**config.mk**
```make
export PLATFORM = sky130hd
export DESIGN_NAME = npc_unit
export DESIGN_NICKNAME = d
export VERILOG_FILES = /design/src/rtl/npc_pkg.sv /design/src/rtl/npc_targets.sv /design/src/rtl/npc_select.sv /design/src/rtl/npc_unit.sv
export SDC_FILE = /design/constraint.sdc
export NUM_CORES = 1
export LEC_CHECK = 0
export ABC_AREA = 0
export ABC_CLOCK_PERIOD_IN_PS = 4100
export BUFFER_PORTS_ARGS = -buffer_cell sky130_fd_sc_hd__buf_4
export CORE_ASPECT_RATIO = 1.5
export CORE_MARGIN = 2
export CORE_UTILIZATION = 53
export DETAILED_ROUTE_END_ITERATION = 10
export HOLD_SLACK_MARGIN = 0.12
export PLACE_DENSITY = 0.8
export SYNTH_ARGS = -nofsm -noshare
export SYNTH_HDL_FRONTEND = slang
export SYNTH_SLANG_ARGS = --single-unit
```
**constraint.sdc**
```tcl
create_clock -name clk -period 4.1 [get_ports clk]
set_input_delay 0.82 -clock clk [delete_from_list [all_inputs] [get_ports clk]]
set_output_delay 0.82 -clock clk [all_outputs]
set_load 0.005 [all_outputs]
```
**src/rtl/npc_pkg.sv**
```systemverilog
package npc_pkg;
  typedef enum logic [2:0] {
    NPC_SEQ = 3'd0,
    NPC_BEQ = 3'd1,
    NPC_BNE = 3'd2,
    NPC_J   = 3'd3,
    NPC_JAL = 3'd4,
    NPC_JR  = 3'd5
  } npc_op_e;

  typedef enum logic [1:0] {
    SRC_SEQ = 2'd0,
    SRC_BR  = 2'd1,
    SRC_ABS = 2'd2,
    SRC_REG = 2'd3
  } npc_src_e;
endpackage

```
**src/rtl/npc_targets.sv**
```systemverilog
module npc_targets #(
  parameter int XLEN = 32,
  parameter int OFFW = 16,
  parameter int IDXW = 26
) (
  input  logic [XLEN-1:0] pc,
  input  logic [XLEN-1:0] instr,
  output logic [XLEN-1:0] seq,
  output logic [XLEN-1:0] br_tgt,
  output logic [XLEN-1:0] abs_tgt,
  output logic [XLEN-1:0] lnk
);
  localparam int REGW = XLEN - IDXW - 2;

  function automatic logic [XLEN-1:0] f_br(input logic [XLEN-1:0] base,
                                           input logic [OFFW-1:0] off);
    logic [OFFW+1:0] sh;
    sh = {off, 2'b00};
    return base + {{(XLEN-OFFW-2){sh[OFFW+1]}}, sh};
  endfunction

  function automatic logic [XLEN-1:0] f_abs(input logic [XLEN-1:0] cur,
                                            input logic [IDXW-1:0] idx);
    return {cur[XLEN-1 -: REGW], idx, 2'b00};
  endfunction

  assign seq     = pc + XLEN'(4);
  assign lnk     = pc + XLEN'(8);
  assign br_tgt  = f_br(seq, instr[OFFW-1:0]);
  assign abs_tgt = f_abs(pc, instr[IDXW-1:0]);
endmodule

```
**src/rtl/npc_select.sv**
```systemverilog
module npc_select
  import npc_pkg::*;
(
  input  logic [2:0] ctrl,
  input  logic       zero,
  output npc_src_e   src
);
  always_comb begin
    case (ctrl)
      NPC_BEQ: src = zero ? SRC_BR : SRC_SEQ;
      NPC_BNE: src = zero ? SRC_SEQ : SRC_BR;
      NPC_J, NPC_JAL: src = SRC_ABS;
      NPC_JR: src = SRC_REG;
      default: src = SRC_SEQ;
    endcase
  end
endmodule

```
**src/rtl/npc_unit.sv**
```systemverilog
module npc_unit
  import npc_pkg::*;
#(
  parameter logic [31:0] RESET_VEC = 32'h0000_0000
) (
  input  logic        clk,
  input  logic        rst,
  input  logic        en,
  input  logic [31:0] instr,
  input  logic [31:0] rs_val,
  input  logic        zero,
  input  logic [2:0]  ctrl,
  output logic [31:0] pc,
  output logic [31:0] pc_plus4,
  output logic [31:0] link
);
  localparam int XLEN = 32;

  logic [XLEN-1:0] seq_w, br_w, abs_w, lnk_w, nxt;
  npc_src_e src_w;
  logic taken_w;

  npc_targets #(.XLEN(XLEN), .OFFW(16), .IDXW(26)) u_tg (
    .pc(pc), .instr(instr), .seq(seq_w), .br_tgt(br_w),
    .abs_tgt(abs_w), .lnk(lnk_w)
  );

  npc_select u_sel (.ctrl(ctrl), .zero(zero), .src(src_w));

  assign taken_w = (src_w != SRC_SEQ);

  always_comb begin
    case (src_w)
      SRC_BR:  nxt = br_w;
      SRC_ABS: nxt = abs_w;
      SRC_REG: nxt = rs_val;
      default: nxt = seq_w;
    endcase
  end

  always_ff @(posedge clk) begin
    if (rst)     pc <= RESET_VEC;
    else if (en) pc <= nxt;
  end

  assign pc_plus4 = seq_w;
  assign link     = lnk_w;

  AST_RESET_VEC: assert property (@(posedge clk) rst |=> pc == RESET_VEC);
  AST_STALL_HOLD: assert property (@(posedge clk) disable iff (rst) !en |=> $stable(pc));
  AST_SEQ_UNTAKEN: assert property (@(posedge clk) disable iff (rst)
    (en && !taken_w) |=> pc == $past(pc_plus4));
  AST_JR_LOAD: assert property (@(posedge clk) disable iff (rst)
    (en && ctrl == 3'd5) |=> pc == $past(rs_val));
  AST_JUMP_REGION: assert property (@(posedge clk) disable iff (rst)
    (en && (ctrl == 3'd3 || ctrl == 3'd4)) |=> pc[31:28] == $past(pc[31:28]));
  AST_LINK_GAP: assert property (@(posedge clk) link - pc_plus4 == 32'd4);
endmodule

```
==> qor.csv <==
stage,metric,value,unit
pwr,Power Density,256,nW/um^2
run_status,outcome,completed,
final_layout,"most common cell after layout, fill and taps aside",sky130_fd_sc_hd__buf_4,
clock_tree,register clock-pin slew on the reported worst setup and hold paths,50,ps
logic_synthesis,count of cell types in the netlist,70,
worst_setup_path,CP cell instances,ha_2 -> nand2_8 -> or4_4 -> nor2_1 -> xor2_1 -> ha_1 -> a21oi_1 -> o21ai_0 -> a311oi_1 -> nand3b_1 -> a31oi_1 -> buf_4 -> o211ai_1 -> xnor2_1 -> o221ai_1,
clock_tree,clk root buf,sky130_fd_sc_hd__clkbuf_16,
worst_setup_path,worst-path cell with the longest stage delay,sky130_fd_sc_hd__or4_4,
job,number of max-cap violations,0,
floorplan,starting density of the core,0.542,
grt,initial antenna violation count,0,
clock_tree,clock tree sinks,32,
final_layout,diode count,0,
final_layout,fraction of final layout cells sized beyond drive strength 1,0.272,
timing,Max Freq,259,MHz
timing,setup violation total in the final timing report,0,
final_layout,layout net count,981,
timing,share of the clock period used by the worst path after layout,0.941,
timing,Tightest Pin Transition,1050,ps
timing,count of endpoints failing hold in the final timing report,0,
final_layout,Reg with most FFs,pc,
final_layout,synth-to-layout area growth,31.5,%
final_layout,flip-flop count of the largest register after layout,32,
final_layout,most used cells in the layout excluding fill and tap cells,"207 x sky130_fd_sc_hd__buf_4, 100 x sky130_fd_sc_hd__nand2_1, 59 x sky130_fd_sc_hd__o21ai_0",
timing,max-slew violations,0,
placement,Buffers on Ports,160,
worst_setup_path,CP Class,flop to flop,
grt,number of global-route vias before repair,6220,
timing,RSZ-0062 raised after global routing,false,
logic_synthesis,post-synthesis net count,826,
logic_synthesis,Synth warnings,0,
logic_synthesis,Avg Synthesized Cell Area,6.93,um^2
clock_tree,CTS tree,done,
worst_setup_path,peak per-stage delay on the critical path,500,ps
worst_setup_path,Worst setup SP type,flop,
logic_synthesis,"Async S/R FF share, synth",0,
clock_tree,number of buffers inserted by hold repair at cts,0,
logic_synthesis,Post-synth EDFFs,0,
worst_setup_path,critical path arrival,4010,ps
grt,wire length of the first global-routing pass,31400,um
timing,minimum clock period,3860,ps
worst_setup_path,kind of cell adding the most delay to the critical path,compound AO/OA/AOI/OAI gates,
logic_synthesis,portion of the post-synthesis area used by sequential elements,0.129,
clock_tree,cts bufs inserted,5,
timing,total negative setup slack,0,ps
worst_setup_path,element type at the critical path end,flop,
grt,total overflow reported by the global router,0,
timing,Worst Skew,3.50,ps
clock_tree,CTS max path bufs,2,
detailed_routing,number of vias after detailed routing,6488,
timing,Relative slew margins,0.300,
worst_setup_path,data required time at the worst endpoint,4250,ps
placement,weighted congestion reported at the end of routability-driven placement,1.06,
clock_tree,H-tree level count,2,
logic_synthesis,post-synth design cell area,4980,um^2
timing,WHS,502,ps
detailed_routing,per-cell via count in the routed design,6.57,
grt,largest net degree at the start of global routing,38,
min_path,Hold WC Path Type,flop to flop,
detailed_routing,routed wire length,20700,um
detailed_routing,post-route DRC violation count,0,
pwr,worst IR drop on VDD,0.196,mV
grt,global routing usage summed across all routing layers,0.387,
placement,HPWL Detailed,16300,um
final_layout,biggest registers after layout,pc (32),
logic_synthesis,"Top FF cell, synth",sky130_fd_sc_hd__dfxtp_1,
detailed_routing,number of violations reported at the end of detailed-routing iteration 0,583,
floorplan,DIE AREA,10200,um^2
floorplan,placeable core region,9200,um^2
detailed_routing,Routed Antenna Nets,0,
floorplan,floorplan die height,123,um
pwr,Static Leakage,3.01,nW
logic_synthesis,number of register bits inferred by synthesis,32,
worst_setup_path,highest fanout seen on the critical path,8,
clock_tree,clock latency on the worst-skew pair,280,ps
worst_setup_path,worst path buffer plus inverter count,1,
floorplan,number of ports placed on the die boundary,167,
floorplan,width of the chip,83.2,um
clock_tree,buffers inserted during post-CTS setup optimization,0,
final_layout,final standard cell utilization of the core,0.713,
detailed_routing,average wire per cell in the routed design,21.0,um
detailed_routing,number of detailed-route iterations in the first pass,9,
logic_synthesis,cell count after synthesis,719,
floorplan,number of rows created at floorplan,43,
-- cells by family (layout without fill, tap and decap cells) --
family / after synthesis / in the layout / share of synthesized area
multiplexers: 9 / 9 / 0.0181
flip-flops: 32 / 32 / 0.129
adder cells (fa/ha/maj): 36 / 36 / 0.0919
XOR/XNOR: 78 / 78 / 0.139
AND/OR/NAND/NOR: 259 / 259 / 0.264
buffers and inverters: 79 / 235 / 0.0710
AO/OA/AOI/OAI: 226 / 226 / 0.288
-- worst min-delay path: cells and delay by family, from the launching register on --
| kind | cells | cell delay (ps) |
|---|---|---|
| AOI/OAI and AO/OA | 1 | 50 |
| and+or+nand+nor | 1 | 60 |
| DFF | 1 | 340 |
-- report_power, final --
group	internal, W	switching, W
logic	0.000412	0.000499
registers	0.000341	0.0000439
clock network	0.000242	0.000138
total	0.000995	0.000680
-- layer usage --
metal / GRT usage / up-vias / wire, um
met4: 0.289 / 0 / 1700
met1: 0.410 / 2984 / 7190
met3: 0.0511 / 135 / 1540
li1: - / 2905 / -
met2: 0.696 / 464 / 10300
met5: 0 / - / 0
-- final cells by class --
class	instances	area [um^2]
inverters	20	75.1
multi-input cells	608	4000
fillers	780	2640
repair buffers	207	1550
clock buffers	8	146
well taps	112	140
flip-flops and latches	32	641
-- Yosys cell counts (3+ instances only) --
master,instances,area share
sky130_fd_sc_hd__nand2_1,100,0.075
sky130_fd_sc_hd__o21ai_0,59,0.059
sky130_fd_sc_hd__a21oi_1,58,0.058
sky130_fd_sc_hd__nor2_1,53,0.040
sky130_fd_sc_hd__xnor2_1,53,0.093
sky130_fd_sc_hd__ha_1,35,0.088
sky130_fd_sc_hd__dfxtp_1,32,0.13
sky130_fd_sc_hd__clkbuf_1,31,0.023
sky130_fd_sc_hd__nand4_1,24,0.030
sky130_fd_sc_hd__xor2_1,24,0.042
sky130_fd_sc_hd__nand3_1,23,0.023
sky130_fd_sc_hd__inv_1,20,0.015
sky130_fd_sc_hd__buf_2,15,0.015
sky130_fd_sc_hd__o21a_1,14,0.021
sky130_fd_sc_hd__a31oi_1,13,0.016
sky130_fd_sc_hd__o211ai_1,11,0.017
sky130_fd_sc_hd__a21o_1,10,0.015
sky130_fd_sc_hd__mux2i_1,9,0.018
sky130_fd_sc_hd__buf_4,8,0.012
sky130_fd_sc_hd__nor3_1,8,0.0080
sky130_fd_sc_hd__and3_1,7,0.0088
sky130_fd_sc_hd__nor2b_1,7,0.0088
sky130_fd_sc_hd__a221oi_1,6,0.011
sky130_fd_sc_hd__a22oi_1,5,0.0075
sky130_fd_sc_hd__and2_1,5,0.0063
sky130_fd_sc_hd__o21ai_1,5,0.0050
sky130_fd_sc_hd__a211oi_1,4,0.0060
sky130_fd_sc_hd__nand2b_1,4,0.0050
sky130_fd_sc_hd__nand3b_1,4,0.0060
sky130_fd_sc_hd__o22ai_1,4,0.0050
sky130_fd_sc_hd__a211o_1,3,0.0053
sky130_fd_sc_hd__a31o_2,3,0.0053
sky130_fd_sc_hd__a41oi_1,3,0.0053
sky130_fd_sc_hd__and4_1,3,0.0053
sky130_fd_sc_hd__buf_1,3,0.0023
sky130_fd_sc_hd__nor2_2,3,0.0038
sky130_fd_sc_hd__o2111ai_1,3,0.0053
sky130_fd_sc_hd__o21bai_1,3,0.0045
sky130_fd_sc_hd__o221ai_1,3,0.0053
sky130_fd_sc_hd__o31ai_1,3,0.0045
-- per-stage QoR --
step                setup slack (ps)  cell area, um^2  std cells  total power, W
floorplan                        574             4980        719        0.000888
global placement                 352             6400        979         0.00126
detailed placement               298             6400        979         0.00128
CTS                              272             6550        987         0.00165
global route                    42.8             6560        987         0.00176
finish                           240             6560        987         0.00168
-- final timing paths --
path / slack [ps] / end / cells past startpoint / startpoint
worst max-delay path: 240 / pc[30] / 15 / pc[3]
worst min register to register: 500 / pc[0] / 2 / pc[0]
worst min-delay path: 500 / pc[0] / 2 / pc[0]
worst max register to register: 240 / pc[30] / 15 / pc[3]
-- repair_timing --
action	4_1_cts	5_1_grt
gates resized for setup	0	3
setup endpoints to repair	0	1
hold endpoints to repair	0	0
Power figures use the tool's default switching activity.
